===== src/rtl/seg_addr_pkg.sv =====
package seg_addr_pkg;

   localparam int SEG_IDX_W = 3;
   localparam int NUM_SEGS  = 6;

   typedef enum logic [SEG_IDX_W-1:0] {
      SEG_ES = 3'd0,
      SEG_CS = 3'd1,
      SEG_SS = 3'd2,
      SEG_DS = 3'd3,
      SEG_FS = 3'd4,
      SEG_GS = 3'd5
   } seg_id_e;

   typedef enum logic [1:0] {
      ACC_FETCH  = 2'd0,
      ACC_STACK  = 2'd1,
      ACC_DATA   = 2'd2,
      ACC_STRDST = 2'd3
   } acc_kind_e;

   function automatic logic seg_id_valid(input logic [SEG_IDX_W-1:0] id);
      return id < SEG_IDX_W'(NUM_SEGS);
   endfunction

   function automatic logic kind_takes_override(input acc_kind_e k);
      return (k == ACC_STACK) || (k == ACC_DATA);
   endfunction

endpackage


===== src/rtl/seg_regfile.sv =====
module seg_regfile
   import seg_addr_pkg::*;
#(
   parameter int                SEG_W  = 16,
   parameter logic [SEG_W-1:0]  CS_RST = 16'hF000
) (
   input  logic                                clk,
   input  logic                                rst_n,
   input  logic                                wr_en,
   input  logic [SEG_IDX_W-1:0]                wr_sel,
   input  logic [SEG_W-1:0]                    wr_data,
   output logic [NUM_SEGS-1:0][SEG_W-1:0]      seg_q
);

   for (genvar i = 0; i < NUM_SEGS; i++) begin : g_seg
      localparam logic [SEG_W-1:0] RST_VAL =
         (i == int'(SEG_CS)) ? CS_RST : '0;
      logic hit;
      assign hit = wr_en && (wr_sel == SEG_IDX_W'(i));
      always_ff @(posedge clk) begin
         if (!rst_n) begin
            seg_q[i] <= RST_VAL;
         end else if (hit) begin
            seg_q[i] <= wr_data;
         end
      end
   end

endmodule


===== src/rtl/seg_select.sv =====
module seg_select
   import seg_addr_pkg::*;
#(
   parameter int SEG_W = 16
) (
   input  logic [1:0]                         acc_kind,
   input  logic                               bp_based,
   input  logic                               ovr_en,
   input  logic [SEG_IDX_W-1:0]               ovr_sel,
   input  logic [NUM_SEGS-1:0][SEG_W-1:0]     seg_q,
   output logic [SEG_W-1:0]                   seg_val
);

   acc_kind_e              kind;
   logic [SEG_IDX_W-1:0]   dflt_id;
   logic [SEG_IDX_W-1:0]   use_id;
   logic                   ovr_ok;

   assign kind = acc_kind_e'(acc_kind);

   always_comb begin
      unique case (kind)
         ACC_FETCH: dflt_id = SEG_CS;
         ACC_STACK: dflt_id = SEG_SS;
         ACC_DATA:  dflt_id = bp_based ? SEG_SS : SEG_DS;
         default:   dflt_id = SEG_ES;
      endcase
   end

   assign ovr_ok = ovr_en && seg_id_valid(ovr_sel) && kind_takes_override(kind);
   assign use_id = ovr_ok ? ovr_sel : dflt_id;

   always_comb begin
      seg_val = '0;
      for (int i = 0; i < NUM_SEGS; i++) begin
         if (use_id == SEG_IDX_W'(i)) seg_val = seg_q[i];
      end
   end

endmodule


===== src/rtl/offset_adder.sv =====
module offset_adder
   import seg_addr_pkg::*;
#(
   parameter int OFF_W = 16
) (
   input  logic [1:0]        acc_kind,
   input  logic [OFF_W-1:0]  off_a,
   input  logic [OFF_W-1:0]  off_b,
   input  logic [OFF_W-1:0]  disp,
   output logic [OFF_W-1:0]  eff_off,
   output logic              oversize
);

   localparam int SUM_W = OFF_W + 2;

   logic [SUM_W-1:0] tot;

   always_comb begin
      tot = {2'b00, off_a};
      if (acc_kind_e'(acc_kind) != ACC_FETCH) begin
         tot = tot + {2'b00, off_b} + {2'b00, disp};
      end
   end

   assign eff_off  = tot[OFF_W-1:0];
   assign oversize = |tot[SUM_W-1:OFF_W];

endmodule


===== src/rtl/addr_combiner.sv =====
module addr_combiner #(
   parameter int SEG_W    = 16,
   parameter int OFF_W    = 16,
   parameter int SHIFT    = 4,
   parameter int HMA_IMPL = 1
) (
   input  logic [SEG_W-1:0]         seg_val,
   input  logic [OFF_W-1:0]         eff_off,
   input  logic                     hma_en,
   output logic [SEG_W+SHIFT:0]     phys
);

   localparam int BASE_W = SEG_W + SHIFT;
   localparam int ADDR_W = BASE_W + 1;

   logic [ADDR_W-1:0] full;

   assign full = {1'b0, seg_val, {SHIFT{1'b0}}} + ADDR_W'(eff_off);

   if (HMA_IMPL != 0) begin : g_hma
      assign phys = hma_en ? full : {1'b0, full[BASE_W-1:0]};
   end else begin : g_wrap
      logic unused_hi;
      assign unused_hi = full[BASE_W] ^ hma_en;
      assign phys      = {1'b0, full[BASE_W-1:0]};
   end

endmodule


===== src/rtl/seg_addr_gen.sv =====
module seg_addr_gen
   import seg_addr_pkg::*;
#(
   parameter int                SEG_W    = 16,
   parameter int                OFF_W    = 16,
   parameter int                SHIFT    = 4,
   parameter int                HMA_IMPL = 1,
   parameter logic [SEG_W-1:0]  CS_RST   = 16'hF000
) (
   input  logic                     clk,
   input  logic                     rst_n,
   input  logic                     seg_wr_en,
   input  logic [2:0]               seg_wr_sel,
   input  logic [SEG_W-1:0]         seg_wr_data,
   input  logic [1:0]               acc_kind,
   input  logic                     bp_based,
   input  logic                     ovr_en,
   input  logic [2:0]               ovr_sel,
   input  logic [OFF_W-1:0]         off_a,
   input  logic [OFF_W-1:0]         off_b,
   input  logic [OFF_W-1:0]         disp,
   input  logic                     hma_en,
   output logic [SEG_W+SHIFT:0]     phys_addr,
   output logic                     addr_err
);

   localparam int BASE_W = SEG_W + SHIFT;

   if (SEG_W < 1) begin : g_bad_seg
      $error("seg_addr_gen: SEG_W must be positive");
   end
   if (SHIFT < 1) begin : g_bad_shift
      $error("seg_addr_gen: SHIFT must be positive");
   end
   if (OFF_W > BASE_W) begin : g_bad_off
      $error("seg_addr_gen: OFF_W must not exceed SEG_W + SHIFT");
   end

   logic [NUM_SEGS-1:0][SEG_W-1:0] seg_q;
   logic [SEG_W-1:0]               seg_val;
   logic [OFF_W-1:0]               eff_off;

   seg_regfile #(
      .SEG_W  (SEG_W),
      .CS_RST (CS_RST)
   ) u_regs (
      .clk     (clk),
      .rst_n   (rst_n),
      .wr_en   (seg_wr_en),
      .wr_sel  (seg_wr_sel),
      .wr_data (seg_wr_data),
      .seg_q   (seg_q)
   );

   seg_select #(
      .SEG_W (SEG_W)
   ) u_sel (
      .acc_kind (acc_kind),
      .bp_based (bp_based),
      .ovr_en   (ovr_en),
      .ovr_sel  (ovr_sel),
      .seg_q    (seg_q),
      .seg_val  (seg_val)
   );

   offset_adder #(
      .OFF_W (OFF_W)
   ) u_off (
      .acc_kind (acc_kind),
      .off_a    (off_a),
      .off_b    (off_b),
      .disp     (disp),
      .eff_off  (eff_off),
      .oversize (addr_err)
   );

   addr_combiner #(
      .SEG_W    (SEG_W),
      .OFF_W    (OFF_W),
      .SHIFT    (SHIFT),
      .HMA_IMPL (HMA_IMPL)
   ) u_comb (
      .seg_val (seg_val),
      .eff_off (eff_off),
      .hma_en  (hma_en),
      .phys    (phys_addr)
   );

endmodule


===== config.mk =====
export PLATFORM = sky130hd
export DESIGN_NAME = seg_addr_gen
export DESIGN_NICKNAME = d
export VERILOG_FILES = /design/src/rtl/seg_addr_pkg.sv /design/src/rtl/seg_regfile.sv /design/src/rtl/seg_select.sv /design/src/rtl/offset_adder.sv /design/src/rtl/addr_combiner.sv /design/src/rtl/seg_addr_gen.sv
export SDC_FILE = /design/constraint.sdc
export NUM_CORES = 1
export LEC_CHECK = 0
export BUFFER_PORTS_ARGS = -buffer_cell sky130_fd_sc_hd__buf_4
export CAP_MARGIN = 15
export CORE_MARGIN = 3
export CORE_UTILIZATION = 48
export CTS_CLUSTER_SIZE = 30
export DETAILED_ROUTE_END_ITERATION = 10
export GPL_TIMING_DRIVEN = 0
export PLACE_DENSITY = 0.8
export SETUP_SLACK_MARGIN = 0.1
export SLEW_MARGIN = 30
export SYNTH_ARGS = -nofsm -noshare
export SYNTH_HDL_FRONTEND = slang
export SYNTH_SLANG_ARGS = --single-unit

===== constraint.sdc =====
create_clock -name clk -period 6.3 [get_ports clk]
set_input_delay 0.63 -clock clk [delete_from_list [all_inputs] [get_ports clk]]
set_output_delay 0.63 -clock clk [all_outputs]
set_load 0.01 [all_outputs]

==> results.ini, run 1 <==
[critical_path]
crit_cells=25
critical-path-slowest-cell=fa_1
worstPathRequired_ns=5.67
reg2reg_depth=2
cp_max_fo=3
startpoint_type=input port
slowest_delay_ns=0.41
arrival_ns=5.25
rrSetupSlack_ns=5.58
critical-path-top-delay-family=simple AND/OR/NAND/NOR gates
crit_buf_inv=3
reg2reg_to=u_regs.seg_q[42]
end_kind=output port
path_class=in -> out
rr_startpoint=u_regs.seg_q[42]

[yosys]
yosys.area.top_type=dfxtp_1
yosysMostFrequentCell=nand2_1
synth-async-reset-ratio_pct=0
synth.avg_cell_area_sq_um=7.99
yosysTopAreaCellShare_pct=30.0
synth.distinct_cells=57
netlist_area_sq_um=6410
dominantRegCellSynth=dfxtp_1
synth_edf_count=0
ys.warnings.count=0
yosys-top-cells-count=nand2_1, a21boi_0, dfxtp_1, ha_1, clkbuf_1
yosysSeqAreaShare_pct=30.0
synth_nets=930
ys_ff_latch=96
postSynthCellCount=802
synthTopCellsByArea=dfxtp_1, nand2_1, a21boi_0

[detailed_routing]
drc=0
num_vias=6202
wirelength_mm=18.5
wl_per_cell_microns=16.9
drt_iter0_markers=683
antenna_left=0
first_pass_iters=8
viasPerCell=5.68

[clock_network]
cts_max_level=3
cts_buffer_depth=2
numClockSinks=96
clk_latency_ns=0.35
cts_buffers=9
clk_pin_slew_ns=0.07
cts_root_buf=clkbuf_16
cts_tree=yes

[pwr]
leakage_nw=3.12
p_per_area_nw_per_um2=244
seqPwrFrac_pct=33.2
intPower_mw=1.27
switching_power_mw=0.617
pwr-share-clk_pct=29.2
switching_share_pct=32.7
ir_drop_uv=150
power_frac_comb_pct=37.6

[floorplanning]
start_util_pct=50.0
fp.coreArea_sq_um=12800
ios=100
die_x_microns=122
std_cell_rows=41
die_area_sq_um=14800
chipHeight_microns=122

[timing]
timing.final.crit_share_pct=93.4
fin_skew_ns=0
clock.fmax_mhz=170
slew_headroom_pct=42.5
drv_slew=0
rsz0062_at_grt=false
whs_ns=0.464
tns_ns=0
setup_violations=0
tightest_slew_ns=0.862
finalHoldViolations=0
period_minus_slack_ns=5.88

[global_routing]
grt-ovfl-total=0
grt_pass1_wl_mm=28.8
antenna_found_initial=0
grt_max_degree=16
grt_pass1_vias=5797
track_usage_pct=24.5

[placement]
gp_congestion=0.857
post-dp-hpwl_mm=13.5
placed_area_sq_um=7360
placed_cells_incl_taps=1072
io_buffers=98

[hold_path]
holdPathStages=2
hold_path_class=reg -> reg
min-delay-start=u_regs.seg_q[4]
min_to=u_regs.seg_q[4]

[final_layout]
antennaDiodeCount=0
area_growth_pct=20.6
fin_nets=1042
regMostFlops=u_regs.seg_q
utilization_pct=60.3
largest_reg_flops=96
top_regs=u_regs.seg_q (96)
fin_area_sq_um=7730
drive_gt1_share_pct=16.0
final_cells=1091

[flow_run]
max_cap_viol_count=0

[run_status]
status=finished, final reports clean

## placed cells by master (no fill, tap or decap), drive strengths merged, types with 2 or more instances in the layout
master	Yosys	routed
a211oi	2	2
a21boi	96	96
a21o	17	17
a21oi	35	35
a221oi	4	4
a222oi	23	23
a32o	2	2
a41o	2	2
and2	6	6
and3	5	5
buf	5	106
clkbuf	36	48
clkinvlp	0	2
dfxtp	96	96
fa	3	3
ha	47	47
inv	14	14
mux2	13	13
mux2i	13	13
nand2	230	230
nand2b	6	6
nand3	9	9
nand4b	2	2
nor2	13	13
nor2b	7	7
nor3	5	5
nor3b	3	3
nor4	2	2
o21a	9	9
o21ai	32	32
o21bai	6	6
or3	2	2
xnor2	29	29
xor2	12	12
## cell type report
class,instances,area (sq um)
buffer,41,164
multi-input combinational,651,4320
tap,172,215
clock buffer,12,246
clock inverter,4,53.8
timing repair buffer,101,758
fill,1167,5100
sequential,96,1920
inverter,14,52.6
## repair_timing
item / CTS / global route
hold buffers: 0 / 0
resized for setup: 0 / 12
setup buffers: 0 / 3
endpoints found under the setup margin: 0 / 8
## layer usage
layer	up-vias	routed length, microns	global-route usage (%)
li1	3052	-	-
met1	2857	7900	31.9
met2	264	8730	42.4
met3	29	1560	3.11
met4	0	301	7.63
met5	-	0	0
## cell families (layout without fill, tap and decap cells)
| group | count (synthesis) | count (layout) | share of synthesized area (%) |
|---|---|---|---|
| and+or+nand+nor | 295 | 295 | 19.3 |
| DFF | 96 | 96 | 30.0 |
| buffers and inverters | 55 | 172 | 3.38 |
| muxes | 26 | 26 | 4.51 |
| xor gates and xnor gates | 41 | 41 | 5.60 |
| adders and majority gates | 50 | 50 | 10.1 |
| AOI/OAI and AO/OA | 239 | 239 | 27.1 |
## how the worst max path moves through the flow
| stage | start | end |
|---|---|---|
| after global placement | off_a[4] | phys_addr[19] |
| after global routing | off_a[4] | phys_addr[19] |
| after CTS | off_a[4] | phys_addr[19] |
| final | off_a[0] | phys_addr[19] |
| after floorplan | off_a[0] | phys_addr[19] |
| after detailed placement | off_a[4] | phys_addr[19] |
## power groups by stage
stage | sequential, mW | clock (mW) | combinational [mW]
CTS | 0.627 | 0.553 | 0.684
global route | 0.628 | 0.574 | 0.781
finish | 0.627 | 0.552 | 0.709
global placement | 0.640 | 0 | 0.672
floorplan | 0.638 | 0 | 0.450
detailed placement | 0.641 | 0 | 0.681
## worst register-to-register path, delay by kind of cell, from the launching register on
family / cells / cell delay [ns]
DFF: 1 / 0.34
AOI/OAI and AO/OA: 1 / 0.23
and+or+nand+nor: 1 / 0.06
## metrics by stage
stage          power [mW]  setup WS, ns
2_1_floorplan        1.09         0.858
3_3_place_gp         1.31         0.157
3_5_place_dp         1.32         0.108
4_1_cts              1.86         0.111
5_1_grt              1.98        0.0867
6_report             1.89         0.416
No activity file was read; power rests on OpenSTA's default activity.
==> inputs of run 2 (changes only) <==
- ABC_AREA: not set -> 1
- RECOVER_POWER: not set -> 25
==> run 2 against run 1 <==
  * Final area is 0.31% lower
  * Global-route usage is 0.53 points lower
  * Non-clock buffer count is 9 lower
  * Sequential power is 2% higher
  * Fmax is 3.2% higher
  * Cell count is 16% higher
  * Via count is 9.5% higher
  * Critical path depth is 6 higher
  * Critical endpoint unchanged
  * Largest power group unchanged
==> results.ini, run 2 <==
[run_status]
status=finished, final reports clean

[critical_path]
critical-path-top-delay-family=simple AND/OR/NAND/NOR gates
crit_cells=31
slowest_delay_ns=0.40
startpoint_type=input port
critical-path-slowest-cell=fa_1
cp_common_cell=nand2_1
worstPathRequired_ns=5.67
path_class=in -> out
arrival_ns=5.07
reg2reg_depth=2
cp_max_fo=5
end_kind=output port
crit_buf_inv=3

[floorplanning]
fp.coreArea_sq_um=12900
start_util_pct=50.2
std_cell_rows=41
die_x_microns=122
chipHeight_microns=122
die_area_sq_um=14900
ios=100

[detailed_routing]
drc=0
wl_per_cell_microns=14.2
first_pass_iters=5
drt_iter0_markers=466
wirelength_mm=18.0
viasPerCell=5.37
antenna_left=0
num_vias=6792

[final_layout]
final_cells=1264
drive_gt1_share_pct=13.6
mostFrequentLayoutCell=nor2_1
top_regs=u_regs.seg_q (96)
largest_reg_flops=96
antennaDiodeCount=0
final_cell_mix=nor2_1, nand2_1, o21ai_0, buf_4, dfxtp_1
multi_input_area_sq_um=4040
area_growth_pct=19.1
regArea_sq_um=1920
fillCellCount=1231
fin_area_sq_um=7700
regMostFlops=u_regs.seg_q
fin_nets=1215

[placement]
post-dp-hpwl_mm=14.3
placed_area_sq_um=7420
placed_cells_incl_taps=1248
io_buffers=98
gp_congestion=0.917

[yosys]
synthTopCellsByArea=dfxtp_1, nor2_1, nand2_1
dominantRegCellSynth=dfxtp_1
ys_ff_latch=96
synth_top_family_by_area=simple AND/OR/NAND/NOR gates
synth.avg_cell_area_sq_um=6.61
yosysMostFrequentCell=nor2_1
synthMuxAreaShare_pct=0
synth-compound-area-share_pct=19.6
yosysTopAreaCellShare_pct=29.7
synth-simple-area-share_pct=28.9
postSynthCellCount=978
netlist_area_sq_um=6470
ys.warnings.count=0
yosys-top-cells-count=nor2_1, nand2_1, o21ai_0, dfxtp_1, inv_1
yosys.area.top_type=dfxtp_1
synth_nets=1106
synth-xor-area-share_pct=3.93
synth_edf_count=0
yosysSeqAreaShare_pct=29.7
synth.distinct_cells=40
synth-async-reset-ratio_pct=0
synthAdderAreaFrac_pct=10.0

[clock_network]
cts_resized=0
clk_latency_ns=0.34
cts_buffer_depth=2
cts_buffers=9
numClockSinks=96
postCtsSetupRepairBufs=0
clk_pin_slew_ns=0.07
hold_buffers=0
cts_root_buf=clkbuf_16
cts_tree=yes
cts_max_level=3

[timing]
tns_ns=0
tightest_slew_ns=0.599
fin_skew_ns=0
rsz0062_at_grt=false
drv_slew=0
slew_headroom_pct=60.1
finalHoldViolations=0
clock.fmax_mhz=175
period_minus_slack_ns=5.70
setup_violations=0
timing.final.crit_share_pct=90.5

[hold_path]
holdPathStages=2
hold_path_class=reg -> reg

[global_routing]
antenna_found_initial=0
grt_max_degree=16
grt_pass1_vias=6247
grt_pass1_wl_mm=28.8
track_usage_pct=24.0
grt-ovfl-total=0

[pwr]
leakage_nw=3.74
ir_drop_uv=191
p_per_area_nw_per_um2=252

[flow_run]
max_cap_viol_count=0

## run 2: cell types whose count changed after synthesis, moves of 12 or more
cell | before | now
inv_1 | 14 | 83
xnor2_1 | 29 | 10
nand2_1 | 229 | 177
a21boi_0 | 96 | 0
nor2_1 | 13 | 189
a21oi_1 | 35 | 63
mux2i_1 | 12 | 0
nand3_1 | 9 | 42
nand4_1 | 1 | 15
a222oi_1 | 23 | 0
o2111ai_1 | 1 | 15
mux2_2 | 13 | 0
o21ai_0 | 31 | 122
## run 2: final timing paths
path,start,slack [ns],endpoint
setup / recovery,off_a[0],0.60,phys_addr[19]
hold / removal,u_regs.seg_q[60],0.45,u_regs.seg_q[60]
setup reg to reg,u_regs.seg_q[9],5.56,u_regs.seg_q[9]
hold reg to reg,u_regs.seg_q[60],0.45,u_regs.seg_q[60]
## run 2: worst min-delay path, stage by stage, from the launching register on
cell,delay (ns)
dfxtp_1,0.31
inv_1,0.05
a21oi_1,0.05
## run 2: cell families (layout without fill, tap and decap cells)
group	after synthesis	count (layout)
buffers and inverters	126	240
and+or+nand+nor	447	447
AOI/OAI and AO/OA	230	230
DFF	96	96
xor gates and xnor gates	29	29
adders and majority gates	50	50
## run 2: cell type report
type / instances / share of cell area (%)
Timing Repair Buffer: 98 / 9.50
Inverter: 91 / 4.43
Tap cell: 172 / 2.79
Clock buffer: 11 / 3.02
Clock inverter: 5 / 0.747
Sequential cell: 96 / 24.9
Multi-Input combinational cell: 756 / 52.4
Buffer: 35 / 2.16
## run 2: power by group
| part | switching, mW | total [mW] | internal, mW | leakage, nW |
|---|---|---|---|---|
| Clock | 0.234 | 0.541 | 0.307 | 0.132 |
| Combinational | 0.444 | 0.761 | 0.317 | 2.83 |
| Sequential | 0.00926 | 0.637 | 0.628 | 0.780 |
| Total | 0.687 | 1.94 | 1.25 | 3.74 |
## run 2: stage by stage
stage          worst slack, ns  power, mW  util (%)  hold WS [ns]
3_5_place_dp             0.594       1.41      57.6         0.436
5_1_grt                  0.193       2.06      59.8         0.458
4_1_cts                  0.587       1.94      59.9         0.446
6_report                 0.598       1.94      59.8         0.447
2_1_floorplan             1.28       1.15         -         0.424
3_3_place_gp             0.637       1.39      57.6         0.436
## run 2: layer usage
layer / track usage, % / part of all wire [%]
met1: 30.7 / 44
met2: 41.0 / 47
met3: 4.22 / 7.4
met4: 7.70 / 2.0
met5: 0 / 0
==> inputs of run 3 (changes only) <==
- CELL_PAD_IN_SITES_DETAIL_PLACEMENT: not set -> 1
- CELL_PAD_IN_SITES_GLOBAL_PLACEMENT: not set -> 1
- CORE_UTILIZATION: 48 -> 41
- CTS_CLUSTER_SIZE: 30 -> 25
- MAX_ROUTING_LAYER: not set -> met4
- PLACE_DENSITY: 0.8 -> 0.92
==> run 3 against run 2 <==
  * Routed wire length up 27%
  * Final area up 1.8%
  * Clock-buffer cell count unchanged
  * Clock skew unchanged
  * Non-clock buffer count up 1
  * Via count up 3.7%
  * First-iteration DRC count down 20%
  * Clock power up 21%
  * Core utilization down 8.6 points
  * Largest power group unchanged
==> results.ini, run 3 (synthesis gave the netlist of run 2 again) <==
[run_status]
status=finished, final reports clean

[timing]
tns_ns=0
drv_slew=0
period_minus_slack_ns=5.80
setup_ws_ns=0.505
setup_violations=0
rsz0062_at_grt=false
clock.fmax_mhz=173
slew_headroom_pct=58.0
whs_ns=0.457
tightest_slew_ns=0.630
fin_skew_ns=0
finalHoldViolations=0
timing.final.crit_share_pct=92.0

[global_routing]
grt_pass1_wl_mm=37.3
grt_max_degree=16
gr-usage-met3_pct=3.91
top_usage_layer=met2
antenna_found_initial=0
met2_usage_pct=48.3
track_usage_pct=26.9
globalRouteMet1Util_pct=30.4
grt-ovfl-total=0
grt_pass1_vias=7496

[clock_network]
cts_tree=yes
cts_max_level=3
numClockSinks=96
cts_root_buf=clkbuf_16
hold_buffers=0
cts_buffer_depth=2
clk_pin_slew_ns=0.06
clk_latency_ns=0.34
cts_buffers=9

[placement]
place_ws_ns=0.417
post-dp-hpwl_mm=17.7
gp_congestion=0.917
io_buffers=98

[hold_path]
min-delay-start=u_regs.seg_q[55]
hold_path_class=reg -> reg

[floorplanning]
std_cell_rows=45
fp.coreArea_sq_um=15300
start_util_pct=42.2
die_x_microns=132
ios=100
die_area_sq_um=17300
chipHeight_microns=132

[detailed_routing]
first_pass_iters=4
num_vias=7044
antenna_left=0
wl_per_cell_microns=17.5
drt_iter0_markers=373
viasPerCell=5.40
wirelength_mm=22.8
drc=0

[final_layout]
drive_gt1_share_pct=14.4
final_cell_mix=nor2_1, nand2_1, o21ai_0, buf_4, dfxtp_1
fin_nets=1216
mostFrequentLayoutCell=nor2_1
regArea_sq_um=1920
largest_reg_flops=96
fillCellCount=2060
area_growth_pct=21.2
antennaDiodeCount=0
multi_input_area_sq_um=4050
top_regs=u_regs.seg_q (96)
regMostFlops=u_regs.seg_q

[flow_run]
max_cap_viol_count=0

[critical_path]
worstPathRequired_ns=5.67
critical-path-slowest-cell=fa_1
arrival_ns=5.17
cp_common_cell=nand2_1
end_kind=output port
cp-startpoint=off_a[0]
cp_max_fo=5
path_class=in -> out
slowest_delay_ns=0.40
rr_startpoint=u_regs.seg_q[68]
startpoint_type=input port

[pwr]
ir_drop_uv=148
leakage_nw=3.78
total_power_mw=2.09
p_per_area_nw_per_um2=267

## run 3: changes by cell type in the layout (fill, tap and decap cells not counted), moves of 2 or more
cell | previous run | this run
bufinv_16 | 1 | 3
ha_1 | 47 | 44
ha_2 | 0 | 3
nand2_2 | 7 | 9
clkbuf_1 | 29 | 27
clkbuf_8 | 0 | 2
clkinvlp_4 | 3 | 1
nand2_1 | 177 | 175
## run 3: layer usage
layer	share of wire [%]	up-vias
li1	-	3463
met4	3.5	0
met3	4.0	59
met1	42	3336
met2	50	186
met5	0	-
## run 3: path summary, 6_finish.rpt
check                                        end  slack (ns)  depth (start not counted)
worst max-delay path               phys_addr[19]        0.50                         32
worst min-delay path            u_regs.seg_q[55]        0.46                          2
worst max register to register  u_regs.seg_q[68]        5.43                          2
worst min register to register  u_regs.seg_q[55]        0.46                          2
## run 3: layout make-up
cell class / instances / area share [%]
clock inverters: 5 / 1.31
repair buffers: 99 / 9.43
multi-input cells: 756 / 51.7
inverters: 91 / 4.36
well taps: 211 / 3.37
flip-flops and latches: 96 / 24.5
clock buffers: 11 / 3.22
plain buffers: 35 / 2.12
## run 3: critical path: cells and delay by family
family	cells	cell delay, ns
fa+ha+maj	4	1.30
buf+inv	6	0.57
xor+xnor	1	0.07
compound gates	5	0.83
simple gates	16	1.76
## run 3: report_power, final
group / internal (mW) / total [mW] / switching, mW
sequential: 0.628 / 0.639 / 0.0106
clock: 0.409 / 0.652 / 0.243
combinational: 0.322 / 0.801 / 0.479
## run 3: what timing repair did
item / in CTS / in global routing
gates resized for setup: 0 / 7
endpoints found under the setup margin: 0 / 4
setup buffers: 0 / 1
## run 3: through the flow
stage | util [%] | cells | instance area (sq um)
after floorplan | - | 978 | 6470
after global placement | 48.8 | 1287 | 7470
after detailed placement | 48.8 | 1287 | 7470
after CTS | 51.1 | 1303 | 7820
after global routing | 51.2 | 1304 | 7840
final | 51.2 | 1304 | 7840
